===== src/rtl/udc_pkg.sv =====
package udc_pkg;
  // Per-cycle commands from the control stage to the datapath
  typedef struct packed {
    logic clear;
    logic inc;
    logic dec;
  } udc_strobe_t;

  localparam int unsigned NUM_SRC = 2;  // index 0: up, index 1: down
endpackage


===== src/rtl/udc_ctrl.sv =====
module udc_ctrl
  import udc_pkg::*;
(
  input  logic        clk,
  input  logic        rstN,
  input  logic        countUp,
  input  logic        countDown,
  input  logic        countReset,
  output udc_strobe_t strobe
);
  logic [NUM_SRC-1:0] rawIn;
  logic [NUM_SRC-1:0] prevIn;
  logic [NUM_SRC-1:0] edgeHit;

  assign rawIn = {countDown, countUp};

  for (genvar g = 0; g < NUM_SRC; g++) begin : g_edge
    always_ff @(posedge clk or negedge rstN) begin
      if (!rstN) prevIn[g] <= 1'b0;
      else       prevIn[g] <= rawIn[g];
    end
    assign edgeHit[g] = rawIn[g] & ~prevIn[g];
  end

  always_comb begin
    strobe.clear = countReset;
    strobe.inc   = 1'b0;
    strobe.dec   = 1'b0;
    if (!countReset) begin
      // simultaneous transitions cancel
      strobe.inc = edgeHit[0] & ~edgeHit[1];
      strobe.dec = edgeHit[1] & ~edgeHit[0];
    end
  end
endmodule


===== src/rtl/udc_dp.sv =====
module udc_dp
  import udc_pkg::*;
#(
  parameter int WIDTH = 16
) (
  input  logic                    clk,
  input  logic                    rstN,
  input  udc_strobe_t             strobe,
  input  logic signed [WIDTH-1:0] preset,
  output logic signed [WIDTH-1:0] accum,
  output logic                    done,
  output logic                    overflow,
  output logic                    underflow
);
  localparam logic signed [WIDTH-1:0] MAX_VAL = {1'b0, {(WIDTH-1){1'b1}}};
  localparam logic signed [WIDTH-1:0] MIN_VAL = {1'b1, {(WIDTH-1){1'b0}}};
  localparam logic signed [WIDTH-1:0] ONE     = WIDTH'(1);

  logic atTop;
  logic atBottom;

  assign atTop    = (accum == MAX_VAL);
  assign atBottom = (accum == MIN_VAL);

  always_ff @(posedge clk or negedge rstN) begin
    if (!rstN) begin
      accum     <= '0;
      overflow  <= 1'b0;
      underflow <= 1'b0;
    end else if (strobe.clear) begin
      accum     <= '0;
      overflow  <= 1'b0;
      underflow <= 1'b0;
    end else if (strobe.inc) begin
      accum <= accum + ONE;
      if (atTop) overflow <= 1'b1;
    end else if (strobe.dec) begin
      accum <= accum - ONE;
      if (atBottom) underflow <= 1'b1;
    end
  end

  assign done = (accum >= preset);
endmodule


===== src/rtl/udc_counter.sv =====
module udc_counter
  import udc_pkg::*;
#(
  parameter int WIDTH = 16
) (
  input  logic                    clk,
  input  logic                    rstN,
  input  logic                    countUp,
  input  logic                    countDown,
  input  logic                    countReset,
  input  logic signed [WIDTH-1:0] preset,
  output logic signed [WIDTH-1:0] accum,
  output logic                    done,
  output logic                    overflow,
  output logic                    underflow
);
  udc_strobe_t strobe;

  udc_ctrl u_ctrl (
    .clk        (clk),
    .rstN       (rstN),
    .countUp    (countUp),
    .countDown  (countDown),
    .countReset (countReset),
    .strobe     (strobe)
  );

  udc_dp #(.WIDTH(WIDTH)) u_dp (
    .clk       (clk),
    .rstN      (rstN),
    .strobe    (strobe),
    .preset    (preset),
    .accum     (accum),
    .done      (done),
    .overflow  (overflow),
    .underflow (underflow)
  );
endmodule


===== config.mk =====
export PLATFORM = sky130hd
export DESIGN_NAME = udc_counter
export DESIGN_NICKNAME = d
export VERILOG_FILES = /design/src/rtl/udc_pkg.sv /design/src/rtl/udc_ctrl.sv /design/src/rtl/udc_dp.sv /design/src/rtl/udc_counter.sv
export SDC_FILE = /design/constraint.sdc
export NUM_CORES = 1
export LEC_CHECK = 0
export BUFFER_PORTS_ARGS = -buffer_cell sky130_fd_sc_hd__clkbuf_2
export CAP_MARGIN = 0
export CORE_MARGIN = 2
export CORE_UTILIZATION = 40
export DETAILED_ROUTE_END_ITERATION = 10
export MAX_ROUTING_LAYER = met4
export PLACE_DENSITY = 0.65
export REMOVE_ABC_BUFFERS = 1
export SYNTH_ARGS = -nofsm -noshare
export SYNTH_HDL_FRONTEND = slang
export SYNTH_HIERARCHICAL = 1
export SYNTH_SLANG_ARGS = --single-unit

===== constraint.sdc =====
create_clock -name clk -period 4.8 [get_ports clk]
set_clock_uncertainty 0.2 [all_clocks]
set_input_delay 0.48 -clock clk [delete_from_list [all_inputs] [get_ports clk]]
set_output_delay 0.48 -clock clk [all_outputs]
set_load 0.01 [all_outputs]

Word-level counts from Yosys, hierarchy flattened

Index checks and enable logic that the tools add are counted.

Register bits after elaboration: 20
Bits of input ports: 21
Output and inout bits: 19
Logic and storage cells: 37

$add $sub $neg: 2
Magnitude comparators: 1
Equal/unequal tests: 3
Mux-type cells: 11
Bitwise logic cells: 8
Reduce and logical (&&, ||, !) cells: 7

Operators by type and width:

| cell                                                                  | number |
|---|---|
| 16-bit two-way mux                                                    | 3 |
| 16-bit equality test (second input constant)                          | 2 |
| 16-bit by 2-bit adder with 16-bit output (second input constant)      | 1 |
| 16-bit greater-or-equal comparator                                    | 1 |
| 16-bit by 2-bit subtractor with 16-bit output (second input constant) | 1 |
| 2-bit nonzero test                                                    | 4 |
| 1-bit two-way mux                                                     | 7 |
| 1-bit bitwise AND                                                     | 4 |
| 1-bit inverter                                                        | 4 |
| 3-bit AND reduction                                                   | 1 |
| 3-bit nonzero test                                                    | 1 |
| 2-bit two-way mux                                                     | 1 |
| 2-bit != test (second input constant)                                 | 1 |
| 2-bit AND reduction                                                   | 1 |

Depth between registers and ports, before layout

Word-level depth: 8
Gate-level depth with buffers: 11
Gate-level depth less buffers: 10

Cells and area by module

The synthesis kept the hierarchy.

Modules (own cells, without submodules):

| module   | times used | cells each | area an instance (µm²) | seq. area each (µm²) |
|---|---|---|---|---|
| udc_dp   | 1          | 234        | 1919.3                 | 450.4 |
| udc_ctrl | 1          | 7          | 97.6                   | 50.0 |

Worst setup path after synthesis

No wires, ideal clock.

Path type: in2reg
Start point: input countUp
End point: register u_dp.accum[12]
Arrival time: 2.864 ns
Required time: 4.476 ns
Slack: 1.612 ns
Cell stages on the path: 10
Path buffers: 0
Cells stage by stage: nor2b_2 -> nor3b_2 -> inv_1 -> fa_1 -> a211oi_2 -> o21ai_1 -> a21o_1 -> a21o_1 -> mux2_1 -> or2_1

RTL lines:

| item                   | RTL line         | source |
|---|---|---|
| start: declaration     | udc_counter.sv:8 | `input logic countUp,` |
| end signal: assignment | udc_dp.sv:35     | `accum <= accum + ONE;` |
| end signal: assignment | udc_dp.sv:38     | `accum <= accum - ONE;` |
| end: declaration       | udc_dp.sv:10     | `output logic signed [WIDTH-1:0] accum,` |

==> flow_metrics.tcl <==
set metrics [dict create \
    status "complete, no violations" \
    finalWirelength_um 4940 \
    clock_latency_ps 260 \
    yosysSeqAreaShare 0.248 \
    p_per_area_mw_per_mm2 562 \
    start_kind "flop" \
    io_pins 40 \
    cts_tree "done" \
    finalMaxSlewViolations 0 \
    vias 1854 \
    grt_pass1_vias 1696 \
    tns_ps 0 \
    grt_first_pass_wirelength_um 8080 \
    final_cell_mix "clkbuf_2 (39), ha_1 (30), nand2_1 (25), dfrtp_1 (20), inv_1 (20)" \
    rsz0062_at_grt "no" \
    antennaDiodeCount 0 \
    synth_top_family_by_area "simple AND/OR/NAND/NOR gates" \
    r2r_cells 10 \
    cts_root_buf "clkbuf_8" \
    dieHeight_um 75.0 \
    relSlewSlack 0.585 \
    via_per_inst 5.36 \
    criticalPathCategory "flop to flop" \
    max_freq_mhz 292 \
    finalSetupViolCount 0 \
    drtIter0Drc 88 \
    hold_depth 1 \
    dr.pass1.iters 4 \
    clk_pin_slew_ps 90 \
    cp_data_arrival_time_ps 3370 \
    final_util 0.493 \
    wl_per_cell_um 14.3 \
    final_hold_viol_count 0 \
    path_max_fanout 17 \
    yosysWarningCount 6 \
    p_leak_uw 0.00120 \
    route.detailed.drc 0 \
    core-area_mm2 0.00479 \
    critPathCaptureType "flop" \
    synth_mux_area_frac 0.0211 \
    final_common_cell "clkbuf_2" \
    drv_cap 0 \
    synth_area_mm2 0.00202 \
    hold_path.class "input port to flop" \
    grt_max_degree 21 \
    place_inst 341 \
    dieArea_mm2 0.00563 \
    syn_avg_cell_area_um2 8.37 \
    syn_to_final_growth_pct 16.9 \
    ir_drop_mv 0.373 \
    synth_cells 241 \
    layout-drive-gt1-share 0.194 \
    final_cell_count_no_fill 346 \
    ctsHoldBuffers 1 \
    synth_fa_ha_area_frac 0.196 \
    min_period_ps 3420 \
    postCtsSetupBuffers 0 \
    synth_edf_count 0 \
    rows 25 \
    clock-sinks 20 \
    yosys.area_share.simple 0.235 \
    synthXorXnorAreaFrac 0.0304 \
    cts.path.max_buffers 2 \
    place.detailed.hpwl_um 3770 \
    synth_compound_area_frac 0.216 \
    fp.dieW_um 75.0 \
    antenna_found_initial 0 \
    io_buffers 39 \
    cts_buffers 3 \
    fill_cells 468 \
    synth_ff_type "dfrtp_1" \
    cts_resized 0 \
    cts.htree.levels 1 \
    gp_congestion 0.973 \
    fin_nets 332 \
    post-route-period-util 0.713 \
    max_slew.worst_pin.slew_ps 622 \
    async_flop_share 1.00 \
    grtUsageTotal 0.191 \
    start_util 0.421 \
    finalPower_uw 1320 \
    synth_seq_cells 20 \
    synth_cell_type_count 51 \
    ant_nets 0 \
    gr-total-overflow 0 \
    cp.required_ps 4750 \
]
worst paths after layout:
check                      slack (ps)                    endpoint                       start
setup / recovery                 1380  u_dp/accum[12]$_DFFE_PN0P_  u_ctrl/prevIn[0]$_DFF_PN0_
hold / removal                    130  u_ctrl/prevIn[1]$_DFF_PN0_                   countDown
setup reg to reg                 1380  u_dp/accum[12]$_DFFE_PN0P_  u_ctrl/prevIn[0]$_DFF_PN0_
hold reg to reg                   320   u_dp/overflow$_DFFE_PN0P_   u_dp/overflow$_DFFE_PN0P_
max in group asynchronous        3550  u_dp/accum[12]$_DFFE_PN0P_                        rstN
min in group asynchronous         500  u_ctrl/prevIn[0]$_DFF_PN0_                        rstN
final cells by class:
class / instances / area, um2 / area share
Clock buffer: 3 / 41.3 / 0.0175
Clock inverter: 1 / 30.0 / 0.0127
Sequential cell: 20 / 500 / 0.212
Inverter: 20 / 75.1 / 0.0318
Timing Repair Buffer: 41 / 213 / 0.0902
Multi-Input combinational cell: 194 / 1410 / 0.600
Tap cell: 67 / 83.8 / 0.0356
worst max-delay path: stages (launching register included):
cell      delay [ps]
dfrtp_1          380
nor2b_2          130
nor3b_2          300
inv_1            370
fa_1             550
a211oi_2         270
o21ai_1          150
a21o_1           200
a21o_1           230
mux2_1           320
or2_1            220
stage by stage:
| stage | area [um2] | hold WS (ps) | setup slack, ps |
|---|---|---|---|
| 3_5_place_dp | 2280 | 283 | 1110 |
| 4_1_cts | 2360 | 136 | 1390 |
| 3_3_place_gp | 2280 | 277 | 1220 |
| 6_report | 2360 | 132 | 1380 |
| 5_1_grt | 2360 | 125 | 1200 |
| 2_1_floorplan | 1980 | -15.6 | 1610 |
sequential cells by signal, indices dropped and copies added (netlist names):
signal and cells:
u_ctrl/prevIn 2, u_dp/accum 16, u_dp/overflow 1, u_dp/underflow 1
layer usage:
metal	share of wire	wire, um	vias to the layer above	track usage
li1	-	-	961	-
met1	0.50	2490	842	0.275
met2	0.44	2180	51	0.299
met3	0.054	267	0	0.0174
met4	0	0	0	0.0258
met5	0	0	-	-
synthesized netlist by cell type, types with 5 or more instances:
library cell  count  share of area
ha_1             30           0.19
nand2_1          25          0.047
dfrtp_1          20           0.25
inv_1            20          0.037
a21oi_1          15          0.037
o21ai_0          15          0.037
nor2_1           14          0.026
a21o_1           13          0.048
nand4_1           8          0.025
nor3_1            6          0.015
nor4_1            6          0.019
xnor2_1           5          0.022
where the power goes:
group / internal, uW / total, uW / switching (uW)
registers: 220 / 331 / 111
logic: 375 / 818 / 443
clock network: 111 / 175 / 63.6
total: 706 / 1320 / 618
logic make-up after synthesis:
group / count (synthesis)
AOI/OAI and AO/OA: 65
xor gates and xnor gates: 7
adders and majority gates: 31
buffers and inverters: 27
DFF: 20
muxes: 4
and+or+nand+nor: 87
Note: power is estimated with default switching activity, not from simulation.
